$ cat config.mk
export PLATFORM = sky130hd
export DESIGN_NAME = pvc_unit
export DESIGN_NICKNAME = d
export VERILOG_FILES = /design/src/rtl/pvc_pkg.sv /design/src/rtl/pvc_cmp.sv /design/src/rtl/pvc_operand.sv /design/src/rtl/pvc_unit.sv
export SDC_FILE = /design/constraint.sdc
export NUM_CORES = 1
export LEC_CHECK = 0
export ABC_AREA = 1
export BUFFER_PORTS_ARGS = -buffer_cell sky130_fd_sc_hd__buf_2
export CAP_MARGIN = 10
export CORE_MARGIN = 2
export CORE_UTILIZATION = 47
export CTS_BUF_LIST = sky130_fd_sc_hd__clkbuf_8
export CTS_CLUSTER_SIZE = 8
export DETAILED_ROUTE_END_ITERATION = 10
export PLACE_DENSITY = 0.88
export SYNTH_ARGS = -nofsm -noshare
export SYNTH_HDL_FRONTEND = slang
export SYNTH_SLANG_ARGS = --single-unit
$ cat constraint.sdc
create_clock -name clk -period 1.85 [get_ports clk]
set_input_delay 0.37 -clock clk [delete_from_list [all_inputs] [get_ports clk]]
set_output_delay 0.37 -clock clk [all_outputs]
set_load 0.005 [all_outputs]
$ cat src/rtl/pvc_pkg.sv
package pvc_pkg;

    typedef enum logic [2:0] {
        CMP_EQ  = 3'b000,
        CMP_NE  = 3'b001,
        CMP_RV0 = 3'b010,
        CMP_RV1 = 3'b011,
        CMP_SLE = 3'b100,
        CMP_SGE = 3'b101,
        CMP_ULT = 3'b110,
        CMP_UGE = 3'b111
    } cmp_code_e;

    typedef enum logic [2:0] {
        ST_IDLE,
        ST_SWEEP,
        ST_COMMIT,
        ST_PASS,
        ST_FAULT
    } pvc_state_e;

    function automatic logic code_is_reserved(input logic [2:0] code);
        return code[2:1] == 2'b01;
    endfunction

endpackage

$ cat src/rtl/pvc_cmp.sv
module pvc_cmp #(
    parameter int DW = 64
) (
    input  logic [DW-1:0] lhs,
    input  logic [DW-1:0] rhs,
    input  logic [2:0]    code,
    input  logic          inv,
    output logic          hit
);
    import pvc_pkg::*;

    logic rel;

    always_comb begin
        case (code)
            CMP_EQ:  rel = (lhs == rhs);
            CMP_NE:  rel = (lhs != rhs);
            CMP_SLE: rel = ($signed(lhs) <= $signed(rhs));
            CMP_SGE: rel = ($signed(lhs) >= $signed(rhs));
            CMP_ULT: rel = (lhs < rhs);
            CMP_UGE: rel = (lhs >= rhs);
            default: rel = 1'b0;
        endcase
        hit = rel ^ inv;
    end

endmodule

$ cat src/rtl/pvc_operand.sv
module pvc_operand #(
    parameter int AW  = 5,
    parameter int VLW = 7
) (
    input  logic [AW-1:0]  base,
    input  logic           is_vec,
    input  logic [VLW-1:0] elem,
    output logic [AW-1:0]  addr
);
    logic [AW+VLW-1:0] sum;

    always_comb begin
        sum  = {{VLW{1'b0}}, base} + {{AW{1'b0}}, elem};
        addr = is_vec ? sum[AW-1:0] : base;
    end

endmodule

$ cat src/rtl/pvc_unit.sv
module pvc_unit #(
    parameter int XLEN = 64,
    parameter int NREG = 32,
    localparam int AW  = $clog2(NREG),
    localparam int VLW = $clog2(XLEN + 1)
) (
    input  logic            clk,
    input  logic            rst_n,
    input  logic            start,
    input  logic [AW-1:0]   src_a,
    input  logic [AW-1:0]   src_b,
    input  logic            a_vec,
    input  logic            b_vec,
    input  logic [VLW-1:0]  vec_len,
    input  logic [2:0]      cmp_code,
    input  logic            cmp_inv,
    input  logic [AW-1:0]   pred_dst,
    output logic [AW-1:0]   rf_a_addr,
    output logic [AW-1:0]   rf_b_addr,
    input  logic [XLEN-1:0] rf_a_data,
    input  logic [XLEN-1:0] rf_b_data,
    output logic            pred_we,
    output logic [AW-1:0]   pred_addr,
    output logic [XLEN-1:0] pred_data,
    output logic            busy,
    output logic            done,
    output logic            scalar_br,
    output logic            illegal_op
);
    import pvc_pkg::*;

    localparam logic [VLW-1:0] VL_MAX = VLW'(XLEN);
    localparam logic [VLW-1:0] VL_ONE = VLW'(1);

    pvc_state_e state, state_nx;

    logic [AW-1:0]   base_a, base_b, dst_q;
    logic            va_q, vb_q, inv_q;
    logic [2:0]      code_q;
    logic [VLW-1:0]  len_q, elem_q, len_in;
    logic [XLEN-1:0] acc_q;
    logic            hit;
    logic            accept;

    assign accept = (state == ST_IDLE) && start;
    assign len_in = (vec_len > VL_MAX) ? VL_MAX : vec_len;

    pvc_operand #(.AW(AW), .VLW(VLW)) u_opa (
        .base(base_a), .is_vec(va_q), .elem(elem_q), .addr(rf_a_addr)
    );

    pvc_operand #(.AW(AW), .VLW(VLW)) u_opb (
        .base(base_b), .is_vec(vb_q), .elem(elem_q), .addr(rf_b_addr)
    );

    pvc_cmp #(.DW(XLEN)) u_cmp (
        .lhs(rf_a_data), .rhs(rf_b_data), .code(code_q), .inv(inv_q), .hit(hit)
    );

    // next-state selection
    always_comb begin
        state_nx = state;
        unique case (state)
            ST_IDLE: begin
                if (start) begin
                    if (code_is_reserved(cmp_code))  state_nx = ST_FAULT;
                    else if (!a_vec && !b_vec)       state_nx = ST_PASS;
                    else if (len_in == '0)           state_nx = ST_COMMIT;
                    else                             state_nx = ST_SWEEP;
                end
            end
            ST_SWEEP:  state_nx = (elem_q == len_q - VL_ONE) ? ST_COMMIT : ST_SWEEP;
            ST_COMMIT: state_nx = ST_IDLE;
            ST_PASS:   state_nx = ST_IDLE;
            ST_FAULT:  state_nx = ST_IDLE;
            default:   state_nx = ST_IDLE;
        endcase
    end

    // state register
    always_ff @(posedge clk or negedge rst_n) begin
        if (!rst_n) state <= ST_IDLE;
        else        state <= state_nx;
    end

    // request latch and mask accumulation
    always_ff @(posedge clk or negedge rst_n) begin
        if (!rst_n) begin
            base_a <= '0;
            base_b <= '0;
            dst_q  <= '0;
            va_q   <= 1'b0;
            vb_q   <= 1'b0;
            inv_q  <= 1'b0;
            code_q <= 3'b000;
            len_q  <= '0;
            elem_q <= '0;
            acc_q  <= '0;
        end else if (accept) begin
            base_a <= src_a;
            base_b <= src_b;
            dst_q  <= pred_dst;
            va_q   <= a_vec;
            vb_q   <= b_vec;
            inv_q  <= cmp_inv;
            code_q <= cmp_code;
            len_q  <= len_in;
            elem_q <= '0;
            acc_q  <= '0;
        end else if (state == ST_SWEEP) begin
            acc_q  <= acc_q | (XLEN'(hit) << elem_q);
            elem_q <= elem_q + VL_ONE;
        end
    end

    // outputs
    always_comb begin
        busy       = (state != ST_IDLE);
        done       = (state == ST_COMMIT);
        pred_we    = (state == ST_COMMIT);
        scalar_br  = (state == ST_PASS);
        illegal_op = (state == ST_FAULT);
        pred_addr  = dst_q;
        pred_data  = acc_q;
    end

endmodule

==> implementation parameters <==
Parameter                              Value

Status
  Result of the run ... complete, but fails checks
  Failing checks ... setup timing

Floorplan
  I/O Pins ... 243
  Die outline height ... approximately 120 µm
  Die width ... 124.6 µm
  Number of core rows ... 44
  Initial Utilization ... 47.54%
  Total Die Area ... 15510 µm²
  Total core area ... around 14000 µm²

CTS
  TritonCTS clock tree ... done
  Root Driver ... sky130_fd_sc_hd__clkbuf_8
  Clock latency at the later pin of the worst-skew pair ... ~0.37 ns
  Clock transition at the register clock pins on the worst setup and hold paths after CTS ... 0.10 ns
  Number of sinks on the clock net ... 102
  Number of buffers inserted during clock tree synthesis ... 9
  Maximum number of buffers from clock root to sink ... 2
  H-tree lvl count ... 3

Setup path
  Maximum single-stage delay on the critical path ... 0.46 ns
  End point of the critical path ... rf_b_addr[4]
  Cell occurring most often along the worst timing path ... sky130_fd_sc_hd__nand2_1
  Crit path from ... elem_q[0]$_DFFE_PN0P_
  Slowest CP cell ... sky130_fd_sc_hd__dfrtp_2
  Critical setup path kind ... reg -> out
  Data required time at the worst endpoint ... 1.48 ns
  Critical Path End Type ... output port
  Endpoint of the most critical register-to-register path ... pred_data[43]$_DFFE_PN0P_
  Sequence of cells on the critical path ... ha_4 > inv_2 > fa_2 > inv_2 > nand2_1 > nand2_1 > a21oi_2 > nand2_1 > nand2_1 > nor2_2 > xor2_1 > buf_2
  Depth of the most critical reg-to-reg path ... 12
  Kind of start point of the critical path ... flop
  Arrival @ worst endpoint ... 2.15 ns
  RR Startpoint ... code_q[1]$_DFFE_PN0P_
  Worst reg-to-reg setup slack ... -0.18 ns
  Crit path max fanout ... 3

Global routing
  Number of antenna violations at the first check in global routing ... 1
  Maximum number of pins on one net before global-route repair ... between 50 and 60
  Number of global-route vias before repair ... 7565
  GRT Util Overall ... between 20% and 30%
  Total grt overflow ... 0
  Global-route wire length before repair ... 35.69 mm

Logic synthesis
  Sequential-to-total area share from yosys stat ... 37.37%
  Multiplexer share of the synthesized area ... 0%
  Largest family of logic cells by synthesized area ... simple AND/OR/NAND/NOR gates
  Xor-xnor portion of the synthesized cell area ... roughly 1.8%
  Largest cells by area after synthesis ... sky130_fd_sc_hd__dfrtp_1 37%, sky130_fd_sc_hd__ha_1 14%, sky130_fd_sc_hd__inv_1 10%, sky130_fd_sc_hd__nand2_1 7.9%, sky130_fd_sc_hd__a21oi_1 7.5%
  Fraction of the mapped netlist area in compound gates ... 11.96%
  Seq cells post-synth ... 102
  Post-synth EDFFs ... 0
  Number of warning messages in the yosys log ... 0
  Post-Syn Nets ... around 1100
  Post-synthesis simple-gate area fraction ... between 20% and 30%
  Async S/R FF share, synth ... 100.0%
  Netlist area before placement ... 6830 µm²
  Gate count after technology mapping ... between 800 and 900
  Adder-cell area share of the yosys netlist ... 14.14%
  Distinct cells, synth ... 38
  Post-synth top area share ... a little under two fifths
  Most common flop cell mapped by yosys ... sky130_fd_sc_hd__dfrtp_1
  Area leader, netlist ... sky130_fd_sc_hd__dfrtp_1
  Syn_area_per_cell ... 7.735 µm²

Timing
  Final worst-path cycle share ... 136.5%
  Worst setup skew after layout ... 0.006629 ns
  Final hold violation count ... 0
  RSZ-0062 raised after global routing ... yes
  Setup-violating endpoint count in the final report ... 73
  Transition time of the tightest slew-check pin ... around 0.52 ns
  Highest clock rate ... 396.1 MHz
  Setup TNS ... -41.29 ns
  Fin crit period ... approximately 2.5 ns
  Total count of max-transition violations in the final report ... 0
  Worst-case headroom to the max-slew limit ... about two thirds
  Worst path setup slack after routing ... -0.6744 ns

Power
  Leakage power ... 5.045 nW
  Ratio of total power to cell area ... roughly 970 nW/µm²
  Worst vdd rail ir drop ... 0.0008966 V

Hold path
  Hold/Removal Path Class ... in -> reg
  Hold Crit Depth ... 2

Final layout
  Post-layout utilization of the core ... 70.60%
  Count of nets after finishing ... 1387
  Synth-to-Final Area Change ... 48.52%
  Fraction of layout instances using a drive strength above 1 ... 47.02%

Route
  Per-cell routed wire length ... 17.36 µm
  Vias after detailed routing ... approximately 7300
  Via density per instance ... 5.468
  Drt drc ... 0
  Number of antenna-violating nets in the routed design ... 0
  DR pass1 iterations ... 5
  Routed Wire Length ... 23.32 mm
  DRC marker count from the first detailed-route iteration ... 512

Placed design
  Final Wtd Congestion ... 0.8965
  Final HPWL from detailed placement ... ~15 mm
  Count of input and output buffers ... ~240

Flow run
  Max-Cap Viols ... 0
## Yosys cell counts, types with 2 or more instances
cell,number
sky130_fd_sc_hd__clkbuf_1,24
sky130_fd_sc_hd__a21oi_1,102
sky130_fd_sc_hd__nand3_2,4
sky130_fd_sc_hd__nor2_2,4
sky130_fd_sc_hd__nand3_1,19
sky130_fd_sc_hd__nor3_1,15
sky130_fd_sc_hd__xor2_1,13
sky130_fd_sc_hd__o21ai_1,2
sky130_fd_sc_hd__o21a_1,3
sky130_fd_sc_hd__nor2_4,5
sky130_fd_sc_hd__or2_2,2
sky130_fd_sc_hd__ha_1,74
sky130_fd_sc_hd__fa_1,2
sky130_fd_sc_hd__buf_2,3
sky130_fd_sc_hd__nand4_1,69
sky130_fd_sc_hd__a21o_1,2
sky130_fd_sc_hd__nor4_1,4
sky130_fd_sc_hd__dfrtp_1,102
sky130_fd_sc_hd__nand2_2,3
sky130_fd_sc_hd__o22ai_1,4
sky130_fd_sc_hd__inv_2,5
sky130_fd_sc_hd__nand4_4,2
sky130_fd_sc_hd__nor2_1,35
sky130_fd_sc_hd__buf_1,5
sky130_fd_sc_hd__inv_1,190
sky130_fd_sc_hd__o21ai_0,35
sky130_fd_sc_hd__a31oi_1,2
sky130_fd_sc_hd__nand2_1,143
## area by class of cell
type	instances	area, µm²
well taps	184	230.2
multi-input cells	552	4539
inverters	196	805.8
fillers	1043	4224
clock inverters	6	57.56
clock buffers	10	137.6
diodes	2	5.005
flip-flops and latches	102	2556
repair buffers	291	1813
## critical path, delay by kind of cell, from the launching register on
family | cells | cell delay, ns
adders and majority gates | 2 | 0.48
DFF | 1 | 0.46
and+or+nand+nor | 5 | 0.33
buffers and inverters | 3 | 0.25
xor gates and xnor gates | 1 | 0.21
AOI/OAI and AO/OA | 1 | 0.06
## how the worst min path moves through the flow
stage,startpoint,end,slack (ns)
after global placement,rst_n,pred_addr[2]$_DFFE_PN0P_,0.30
after CTS,cmp_code[2],state[2]$_DFFE_PN0P_,0.16
after detailed placement,rst_n,pred_addr[2]$_DFFE_PN0P_,0.30
after floorplan,rst_n,base_a[0]$_DFFE_PN0P_,0.07
after global routing,cmp_code[2],state[2]$_DFFE_PN0P_,0.16
final,cmp_code[2],state[2]$_DFFE_PN0P_,0.19
## cell usage in the layout (no fill, tap or decap), drive strengths merged, types with 2 or more instances in the layout
master	n
clkbuf	10
clkinv	5
nand4	71
a21oi	103
nor4	4
or2	2
nand3	23
a21o	2
diode	2
nand2	146
nor3	15
o21a	3
o21ai	37
o22ai	4
fa	2
dfrtp	102
buf	289
xor2	13
nor2	44
inv	196
ha	74
a31oi	2
## sequential cells by signal (all words and copies together) (netlist names), 3 cells and up
register / cells
base_a: 5
pred_addr: 5
elem_q: 7
state: 3
len_q: 7
base_b: 5
pred_data: 64
code_q: 3
## where the power goes
part / switching [mW] / internal (mW)
Combinational: 3.10 / 2.35
Sequential: 0.367 / 2.64
Clock: 0.830 / 0.550
## through the flow
step / cell area (µm²) / cells / power, mW / hold slack (ns) / worst slack (ns)
CTS: 9808 / 1336 / 9.445 / 0.1642 / -0.6753
finish: 10140 / 1343 / 9.834 / 0.1908 / -0.6744
global route: 10140 / 1342 / 10.53 / 0.1619 / -0.8353
floorplan: 7094 / 883 / 5.574 / 0.07441 / -0.4793
detailed placement: 8687 / 1307 / 7.129 / 0.3017 / -0.9798
global placement: 8687 / 1307 / 6.963 / 0.2983 / -0.8732
## per-layer routing
metal  global-route usage [%]  share of wire, %  vias to the layer above
li1                         -                 -                     3429
met1                    33.04                38                     3422
met2                    47.93                49                      375
met3                    6.271               6.7                      117
met4                    14.94               6.8                        0
met5                        0                 0                        -
## logic make-up (layout without fill, tap and decap cells)
logic type / after synthesis / count (layout)
other cells: 0 / 2
compound gates: 155 / 155
flops: 102 / 102
xor+xnor: 14 / 14
fa+ha+maj: 76 / 76
buf+inv: 229 / 503
simple gates: 307 / 307
## what timing repair did
item                                   CTS  global route
setup buffers                           12             5
cloned                                   1             0
setup endpoints to repair               75            77
endpoints found under the hold margin   21             0
pin swaps                              106            91
gates resized for setup                165            81
hold buffers                             1             0
Power figures use the tool's default switching activity.
